`src/rtl/seq_selftest_pkg.sv`:
```
package seq_selftest_pkg;
  // strobes from control to datapath
  typedef struct packed {
    logic clear;    // reload seed, reset total and slot index
    logic compare;  // compare current slot this cycle
    logic advance;  // step the LFSR value at end of pass
    logic wrAllow;  // buffer writes permitted
  } stepCtl_t;
endpackage

```
`src/rtl/seq_selftest_dp.sv`:
```
module seq_selftest_dp
  import seq_selftest_pkg::*;
#(
  parameter int          DEPTH      = 8,
  parameter logic [63:0] SEED       = 64'h1,
  parameter logic [63:0] POLY       = 64'h1,
  parameter int          MATCH_GOAL = 3,
  localparam int         IDX_W      = $clog2(DEPTH),
  localparam int         CNT_W      = $clog2(MATCH_GOAL + DEPTH) + 1
) (
  input  logic             clk,
  input  logic             rstN,
  input  stepCtl_t         ctl,
  input  logic             wrEn,
  input  logic [IDX_W-1:0] wrAddr,
  input  logic [63:0]      wrData,
  output logic             lastSlot,
  output logic             goalMet
);
  localparam logic [IDX_W-1:0] FIRST_IDX = IDX_W'(1);
  localparam logic [IDX_W-1:0] LAST_IDX  = IDX_W'(DEPTH - 1);

  logic [63:0]      testMem [DEPTH];
  logic [63:0]      curValue;
  logic [63:0]      nextValue;
  logic [IDX_W-1:0] slotIdx;
  logic [CNT_W-1:0] matchTotal;
  logic [CNT_W-1:0] totalWithHit;
  logic             hit;

  always_ff @(posedge clk) begin
    if (wrEn && ctl.wrAllow) testMem[wrAddr] <= wrData;
  end

  assign hit          = ctl.compare && (testMem[slotIdx] == curValue);
  assign totalWithHit = matchTotal + CNT_W'(hit);
  assign goalMet      = totalWithHit >= CNT_W'(MATCH_GOAL);
  assign lastSlot     = slotIdx == LAST_IDX;
  assign nextValue    = {curValue[62:0], 1'b0} ^ (curValue[63] ? POLY : 64'h0);

  always_ff @(posedge clk or negedge rstN) begin
    if (!rstN) begin
      curValue   <= SEED;
      slotIdx    <= FIRST_IDX;
      matchTotal <= '0;
    end else if (ctl.clear) begin
      curValue   <= SEED;
      slotIdx    <= FIRST_IDX;
      matchTotal <= '0;
    end else begin
      if (ctl.compare) begin
        matchTotal <= totalWithHit;
        slotIdx    <= lastSlot ? FIRST_IDX : slotIdx + FIRST_IDX;
      end
      if (ctl.advance) curValue <= nextValue;
    end
  end

  AST_SLOT0_SKIPPED: assert property (@(posedge clk) disable iff (!rstN)
    slotIdx != '0);
  AST_VALUE_HELD: assert property (@(posedge clk) disable iff (!rstN)
    (!ctl.advance && !ctl.clear) |=> $stable(curValue));
  AST_TOTAL_MONOTONIC: assert property (@(posedge clk) disable iff (!rstN)
    !ctl.clear |=> matchTotal >= $past(matchTotal));
endmodule

```
`src/rtl/seq_selftest_ctl.sv`:
```
module seq_selftest_ctl
  import seq_selftest_pkg::*;
#(
  parameter int  ITER_LIMIT = 16,
  localparam int ITER_W     = $clog2(ITER_LIMIT + 1)
) (
  input  logic              clk,
  input  logic              rstN,
  input  logic              start,
  input  logic              lastSlot,
  input  logic              goalMet,
  output stepCtl_t          ctl,
  output logic              done,
  output logic              pass,
  output logic [ITER_W-1:0] iterCount
);
  typedef enum logic [1:0] {ST_IDLE, ST_SCAN, ST_FIN} chkState_t;

  chkState_t   state;
  logic        scanning;
  logic        passEnd;
  logic        limitHit;
  logic        passReg;
  logic [ITER_W-1:0] iterReg;

  assign scanning = state == ST_SCAN;
  assign passEnd  = scanning && lastSlot;
  assign limitHit = (iterReg + ITER_W'(1)) == ITER_W'(ITER_LIMIT);

  always_comb begin
    ctl         = '0;
    ctl.clear   = start && !scanning;
    ctl.compare = scanning;
    ctl.advance = passEnd && !goalMet && !limitHit;
    ctl.wrAllow = !scanning;
  end

  always_ff @(posedge clk or negedge rstN) begin
    if (!rstN) begin
      state   <= ST_IDLE;
      passReg <= 1'b0;
      iterReg <= '0;
    end else if (start && !scanning) begin
      state   <= ST_SCAN;
      passReg <= 1'b0;
      iterReg <= '0;
    end else if (passEnd) begin
      iterReg <= iterReg + ITER_W'(1);
      if (goalMet || limitHit) begin
        state   <= ST_FIN;
        passReg <= goalMet;
      end
    end
  end

  assign done      = state == ST_FIN;
  assign pass      = passReg;
  assign iterCount = iterReg;

  AST_PASS_NEEDS_DONE: assert property (@(posedge clk) disable iff (!rstN)
    pass |-> done);
  AST_ITER_BOUND: assert property (@(posedge clk) disable iff (!rstN)
    iterCount <= ITER_W'(ITER_LIMIT));
  AST_RESULT_HELD: assert property (@(posedge clk) disable iff (!rstN)
    (done && !start) |=> (done && $stable(pass) && $stable(iterCount)));
  AST_NO_WRITE_WHILE_SCAN: assert property (@(posedge clk) disable iff (!rstN)
    ctl.compare |-> !ctl.wrAllow);
  AST_FAIL_AT_LIMIT: assert property (@(posedge clk) disable iff (!rstN)
    $rose(done) && !pass |-> iterCount == ITER_W'(ITER_LIMIT));
endmodule

```
`src/rtl/seq_selftest.sv`:
```
module seq_selftest
  import seq_selftest_pkg::*;
#(
  parameter int          DEPTH      = 8,
  parameter logic [63:0] SEED       = 64'hC0FF_EE12_3456_789B,
  parameter logic [63:0] POLY       = (64'h1 << 61) | (64'h1 << 57) | (64'h1 << 56) |
                                      (64'h1 << 52) | (64'h1 << 51) | (64'h1 << 50) |
                                      (64'h1 << 48) | (64'h1 << 47) | (64'h1 << 46) |
                                      (64'h1 << 43) | (64'h1 << 42) | (64'h1 << 41) |
                                      (64'h1 << 39) | (64'h1 << 38) | (64'h1 << 37) |
                                      (64'h1 << 35) | (64'h1 << 32) | (64'h1 << 28) |
                                      (64'h1 << 25) | (64'h1 << 22) | (64'h1 << 21) |
                                      (64'h1 << 17) | (64'h1 << 15) | (64'h1 << 13) |
                                      (64'h1 << 12) | (64'h1 << 11) | (64'h1 << 7) |
                                      (64'h1 << 5)  | (64'h1 << 1)  | 64'h1,
  parameter int          MATCH_GOAL = 3,
  parameter int          ITER_LIMIT = 16,
  localparam int         IDX_W      = $clog2(DEPTH),
  localparam int         ITER_W     = $clog2(ITER_LIMIT + 1)
) (
  input  logic              clk,
  input  logic              rstN,
  input  logic              wrEn,
  input  logic [IDX_W-1:0]  wrAddr,
  input  logic [63:0]       wrData,
  input  logic              start,
  output logic              done,
  output logic              pass,
  output logic [ITER_W-1:0] iterCount
);
  stepCtl_t ctl;
  logic     lastSlot;
  logic     goalMet;

  seq_selftest_ctl #(.ITER_LIMIT(ITER_LIMIT)) i_ctl (
    .clk(clk), .rstN(rstN), .start(start), .lastSlot(lastSlot),
    .goalMet(goalMet), .ctl(ctl), .done(done), .pass(pass),
    .iterCount(iterCount)
  );

  seq_selftest_dp #(
    .DEPTH(DEPTH), .SEED(SEED), .POLY(POLY), .MATCH_GOAL(MATCH_GOAL)
  ) i_dp (
    .clk(clk), .rstN(rstN), .ctl(ctl), .wrEn(wrEn), .wrAddr(wrAddr),
    .wrData(wrData), .lastSlot(lastSlot), .goalMet(goalMet)
  );
endmodule

```
`config.mk`:
```
export PLATFORM = sky130hd
export DESIGN_NAME = seq_selftest
export DESIGN_NICKNAME = d
export VERILOG_FILES = /design/src/rtl/seq_selftest_pkg.sv /design/src/rtl/seq_selftest_dp.sv /design/src/rtl/seq_selftest_ctl.sv /design/src/rtl/seq_selftest.sv
export SDC_FILE = /design/constraint.sdc
export NUM_CORES = 1
export LEC_CHECK = 0
export BUFFER_PORTS_ARGS = -buffer_cell sky130_fd_sc_hd__buf_2
export CELL_PAD_IN_SITES_DETAIL_PLACEMENT = 0
export CELL_PAD_IN_SITES_GLOBAL_PLACEMENT = 2
export CORE_MARGIN = 2
export CORE_UTILIZATION = 48
export DETAILED_ROUTE_END_ITERATION = 7
export GPL_ROUTABILITY_DRIVEN = 0
export PLACE_DENSITY = 0.77
export SETUP_SLACK_MARGIN = 0.15
export SLEW_MARGIN = 20
export SYNTH_ARGS = -nofsm -noshare
export SYNTH_HDL_FRONTEND = slang
export SYNTH_SLANG_ARGS = --single-unit
```
`constraint.sdc`:
```
create_clock -name clk -period 6.5 [get_ports clk]
set_clock_uncertainty 0.2 [all_clocks]
set_input_delay 0.65 -clock clk [delete_from_list [all_inputs] [get_ports clk]]
set_output_delay 0.65 -clock clk [all_outputs]
set_load 0.03 [all_outputs]
```
# == Word level (Yosys, flattened, before mapping) ==
# Memories as Yosys holds them, arrays and structs flattened.
# Cells that the tools add are included.
# totals
regBits,80
in_bits,71
mem_bits_rw,512
out_inout_bits,7
n_memories,1
latchBits,0
word_cells,50
romBits,0
# op_classes
n_bitwise,1
n_div,0
mul,0
n_lt_le_gt_ge,1
add_sub_neg,3
n_eq_ne,5
muxes,18
n_reduce_logical,15
shift,0
# memory_table
name,depth,word_bits,read_ports,rd_ports_with_merged_regs,wr,line_no,rtl
i_dp.testMem,8,64,1,0,1,seq_selftest_dp.sv:23,logic [63:0] testMem [DEPTH];
# ops
op,count
$mux W64,2
$eq A64 B64 Y1,1
$xor A64 B64 Y64,1
$mux W62,1
$mux W5,4
$mux W3,3
$reduce_bool A2 Y1,4
$logic_and A1 B1 Y1,6
$mux W2,3
$add A5 B1 Y5,1
$add A5 B1 Y5 const B,1
$eq A5 B5 Y1 const B,1
$ge A5 B2 Y1 const B,1
$mux W1,5
$add A3 B1 Y3 const B,1
$eq A3 B3 Y1 const B,1
$logic_not A1 Y1,3
$eq A2 B1 Y1 const B,1
$eq A2 B2 Y1 const B,1
$reduce_and A2 Y1,1
$logic_or A1 B1 Y1,1

# == Depth between registers and ports, before layout ==
# An unclocked memory read counts as a cell.
# logic_depth
depth_word,10
ltp_mapped,23
depth_no_buf,16

# == Cells and area by module ==
# From an unflattened synthesis, not the netlist that was laid out.
# unflattened
hier_cells,1249
area_unflattened_um2,23690.2
# modules_own_cells
module,cells_per_inst,area_each_um2,seq_area_each_um2,instances
seq_selftest_dp,1205,23254.8,17220.3,1
seq_selftest_ctl,44,435.4,200.2,1

# == Least setup slack after synthesis ==
# OpenSTA, ideal clock, no wires.
# synth_timing
path_kind,input to register
startpoint,input port wrAddr[0]
endpoint,memory i_dp.testMem[0][0] (enable)
path_buffers,0
setup_slack_ns,0.522
t_arrival_ns,5.212
cell_stages,2
required_ns,5.735
setup_time_ns,0.565
path_cell_list,nand3b_1 > nor3_1
# synth_lines
element,line_no,rtl
"start, declared",seq_selftest.sv:24,"input logic [IDX_W-1:0] wrAddr,"
"end, declared",seq_selftest_dp.sv:23,
# Straight into the memory's write port.

# == Final worst setup path ==
# layout_timing
startpoint,register i_dp.slotIdx[0]
endpoint,register i_dp.curValue[35]
# layout_between
elab_chain_cells,9
word_cells_on_any_way,11
cone_classes,add/sub (1); order compare (1); eq/ne (2); reduce/logical (6); memory (1)
# layout_lines
element,line_no,rtl
"start, declared",seq_selftest_dp.sv:26,logic [IDX_W-1:0] slotIdx;
"start signal, assigned",seq_selftest_dp.sv:53,slotIdx <= lastSlot ? FIRST_IDX : slotIdx + FIRST_IDX;
$mem_v2 Z8 W64,n/a,
$eq A64 B64 Y1,seq_selftest_dp.sv:35,assign hit = ctl.compare && (testMem[slotIdx] == curValue);
$logic_and A1 B1 Y1,seq_selftest_dp.sv:35,
$add A5 B1 Y5,seq_selftest_dp.sv:36,assign totalWithHit = matchTotal + CNT_W'(hit);
$ge A5 B2 Y1,seq_selftest_dp.sv:37,assign goalMet = totalWithHit >= CNT_W'(MATCH_GOAL);
$logic_not A1 Y1,seq_selftest_ctl.sv:34,ctl.advance = passEnd && !goalMet && !limitHit;
$logic_and A1 B1 Y1 (*) (2 in a row),seq_selftest_ctl.sv:34,
$reduce_bool A2 Y1 (no line) (*),n/a,
"end signal, assigned",seq_selftest_dp.sv:55,if (ctl.advance) curValue <= nextValue;
"end, declared",seq_selftest_dp.sv:24,logic [63:0] curValue;
# Every way passes the cells marked *; elsewhere a longest branch is shown, timed or not.
# A chain may end at the register's enable or synchronous reset.

==> summary.md <==
| Metric | Value |
|---|---|
| Met2 global-route usage | `32.2%` |
| Post-synth top area share | `64.9%` |
| Critical path capture point type | `flip-flop` |
| Vias in the first global route | `11747` |
| Post-route fraction of the period consumed by the critical path | `91.1%` |
| Number of instances resized during post-cts repair | `0` |
| Worst skew pair latency | `0.62 ns` |
| Fraction of layout cells with a size suffix above 1 | `27.2%` |
| Type of origin of the critical path | `flip-flop` |
| Most frequent cell after synthesis | `sky130_fd_sc_hd__edfxtp_1` |
| Peak supply drop | `0.000330 V` |
| Largest net degree at the start of global routing | `74` |
| Die Area | `0.0511 mm²` |
| Logic depth of the worst setup path including buffers | `17` |
| Highest clock frequency the design can meet | `0.169 GHz` |
| Worst path max stage delay | `0.86 ns` |
| Post-synth EDFFs | `512` |
| Post-CTS setup buffers | `0` |
| Drt first-iter violations | `938` |
| Met3 GRT Util | `3.37%` |
| Number of search-and-repair iterations in the first detailed-routing pass | `5` |
| Remaining max-slew budget at the tightest pin | `28.1%` |
| Vias/cell | `5.56` |
| H-tree depth | `2` |
| Max-slew violation total from the final report | `0` |
| Area of the core region | `0.0488 mm²` |
| Site Rows | `81` |
| Layout net count | `1424` |
| Overall overflow remaining after global route | `0` |
| Commonest cells in the netlist | `sky130_fd_sc_hd__edfxtp_1 (512), sky130_fd_sc_hd__mux4_2 (119), sky130_fd_sc_hd__nand2_1 (111)` |
| Design internal power | `8.07 mW` |
| Num Clock Sinks | `592` |
| Clock root buffer | `sky130_fd_sc_hd__clkbuf_16` |
| Data arrival time at the worst-slack endpoint | `6.20 ns` |
| Overall power of the completed layout | `11.6 mW` |
| DRT Wirelength | `49800 µm` |
| Wire length of the first global-routing pass | `75100 µm` |
| Count of cells along the worst hold path | `1` |
| Type of the tightest min-delay check | `in2reg` |
| Count of filler cells inserted in the layout | `3839` |
| Average cell area after synthesis | `19.3 µm²` |
| Die span in y | `226 µm` |
| Via count of the routed design | `11465` |
| Reported leakage power | `9.13 nW` |
| Master of the slowest instance on the critical path | `sky130_fd_sc_hd__dfstp_4` |
| Number of CTS-inserted buffers | `60` |
| Sequential fraction of design power | `42.2%` |
| Setup repair after global routing missed its margin | `false` |
| Outcome | `finished, final reports clean` |
| Tightest Pin Transition | `1.08 ns` |
| Die Span X | `226 µm` |
| Register area share after synthesis | `73.6%` |
| Clock tree from TritonCTS | `yes` |
| Number of placed I/O pins | `78` |
| Routed wire length per instance | `24.1 µm` |
| Setup Crit Path Kind | `reg2reg` |
| Most used flip-flop cell after synthesis | `sky130_fd_sc_hd__edfxtp_1` |
| P per Cell Area | `429 mW/mm²` |
| Summed negative setup slack over all endpoints | `0 ns` |
| Crit path time final | `5.92 ns` |
| Max capacitance violation total | `0` |
| Worst path bufs/invs | `2` |
| Clk buf depth | `3` |
| Main area contributors after synthesis | `sky130_fd_sc_hd__edfxtp_1 (65%), sky130_fd_sc_hd__mux4_2 (11%), sky130_fd_sc_hd__dfrtp_1 (4.8%)` |
| Global-route track usage on met1 | `29.5%` |
| Category of cells accounting for the largest share of critical-path delay | `simple AND/OR/NAND/NOR gates` |
| Flip-flop and latch count after synthesis | `592` |
| Number of antenna violations at the first check in global routing | `1` |
| Peak-usage layer in the global routing report | `met2` |
| Switching pwr | `3.48 mW` |
| Drc violations | `0` |
| Count of antenna diodes in the layout | `0` |
| Worst Setup Slack, final | `0.579 ns` |
| Clock transition at the registers of the reported paths | `0.06 ns` |
| Number of standard cells after synthesis | `1228` |
| Crit path cell chain | `buf_4 -> mux4_2 -> mux2i_1 -> xnor2_1 -> nor4_1 -> nand4_1 -> nor4_2 -> ha_1 -> ha_1 -> nand3_1 -> xnor2_1 -> a221o_1 -> a31o_2 -> or2_2 -> buf_12 -> nand3_1 -> o21ai_0` |
| Combined area of all synthesized cells | `0.0237 mm²` |
| Final-report hold violation count | `0` |
| Critical path fanouts, max | `54` |
| Total number of yosys warnings | `0` |
| Part of the total power dissipated in combinational logic | `28.3%` |
| DRT antenna net count | `0` |
| Fraction of power consumed by the clock network | `29.6%` |
| P&R area growth vs syn | `13.7%` |
| Cell taking the most area after synthesis | `sky130_fd_sc_hd__edfxtp_1` |
| CP required | `6.78 ns` |
| Count of buffers from port buffering | `77` |
| Reg-to-reg slack, setup | `0.58 ns` |
| Endpoints failing setup | `0` |
| Net count after synthesis | `1304` |
| HPWL reported at the end of detailed placement | `29700 µm` |
| Reg2reg path depth | `17` |
| Post-synthesis async set-or-reset flop share | `13.5%` |
| Number of hold buffers added after CTS | `1` |
| Global routing usage summed across all routing layers | `20.2%` |
| Post-Place Setup Slack | `0.534 ns` |
| Post-synth cell types | `46` |
| Starting density of the core | `48.5%` |
| Sw Ratio | `30.1%` |
stage by stage:
step,instance area [µm²],instances,util (%),hold slack (ns)
4_1_cts,26900,2063,55.1,0.0582
6_report,26900,2063,55.1,0.0974
3_3_place_gp,24900,1948,51.0,0.276
2_1_floorplan,23700,1228,-,0.154
5_1_grt,26900,2063,55.1,0.0812
3_5_place_dp,24900,1949,51.0,0.276
placed cells by master (no fill, tap or decap), types with 13 or more instances in the layout:
cell type                   instances
sky130_fd_sc_hd__buf_2             76
sky130_fd_sc_hd__buf_4             39
sky130_fd_sc_hd__clkbuf_16         61
sky130_fd_sc_hd__clkinv_1          21
sky130_fd_sc_hd__dfrtp_1           43
sky130_fd_sc_hd__dfstp_2           34
sky130_fd_sc_hd__edfxtp_1         512
sky130_fd_sc_hd__mux2i_1           57
sky130_fd_sc_hd__mux4_2           119
sky130_fd_sc_hd__nand2_1          110
sky130_fd_sc_hd__nand2b_1          13
sky130_fd_sc_hd__nand3_1           43
sky130_fd_sc_hd__o211ai_1          13
sky130_fd_sc_hd__o21ai_0           30
sky130_fd_sc_hd__xnor2_1           65
sky130_fd_sc_hd__xor2_1            25
power groups by stage:
stage / Combinational, mW / Sequential, mW / Clock, mW
after floorplan: 2.56 / 4.80 / 0
after global placement: 3.32 / 4.95 / 0
after detailed placement: 3.33 / 4.95 / 0
after CTS: 3.35 / 4.88 / 3.50
after global routing: 3.55 / 4.91 / 3.63
final: 3.27 / 4.87 / 3.42
layout make-up:
class / instances / area (µm²) / area share [%]
timing repair buffer: 122 / 811 / 3.01
inverter: 1 / 3.75 / 0.0139
clock buffer: 66 / 1550 / 5.74
clock inverter: 47 / 428 / 1.59
tap: 664 / 831 / 3.09
multi-input combinational: 571 / 5870 / 21.8
sequential: 592 / 17400 / 64.8
state kept, by name (all words and copies together) (netlist names):
name,count
i_dp.testMem,512
i_dp.curValue,64
i_ctl.iterCount,5
i_dp.matchTotal,5
i_dp.slotIdx,3
i_ctl.state,2
i_ctl.pass,1
final timing paths:
path	from	endpoint
min in group asynchronous	rstN	i_ctl.iterCount[2]$_DFFE_PN0P_
worst max-delay path	i_dp.slotIdx[0]$_DFFE_PN1P_	i_dp.curValue[35]$_DFFE_PN0P_
worst min-delay path	wrData[52]	i_dp.testMem[0][52]$_DFFE_PP_
max in group asynchronous	rstN	i_dp.slotIdx[1]$_DFFE_PN0P_
worst min register to register	i_dp.curValue[53]$_DFFE_PN1P_	i_dp.curValue[53]$_DFFE_PN1P_
worst max register to register	i_dp.slotIdx[0]$_DFFE_PN1P_	i_dp.curValue[35]$_DFFE_PN0P_
kinds of logic (layout without fill, tap and decap cells):
family	after synthesis	after routing	share of synthesized area, %
muxes	185	185	14.7
adders and majority gates	5	5	0.264
and+or+nand+nor	225	225	4.42
xor gates and xnor gates	90	90	3.33
buffers and inverters	65	236	1.93
AOI/OAI and AO/OA	66	66	1.74
DFF	592	592	73.6
routing by layer:
layer | vias to the layer above | part of all wire (%)
li1 | 5111 | -
met1 | 6058 | 46
met2 | 235 | 48
met3 | 59 | 4.2
met4 | 2 | 1.7
met5 | - | 0.022
Note: power is estimated with default switching activity, not from simulation.
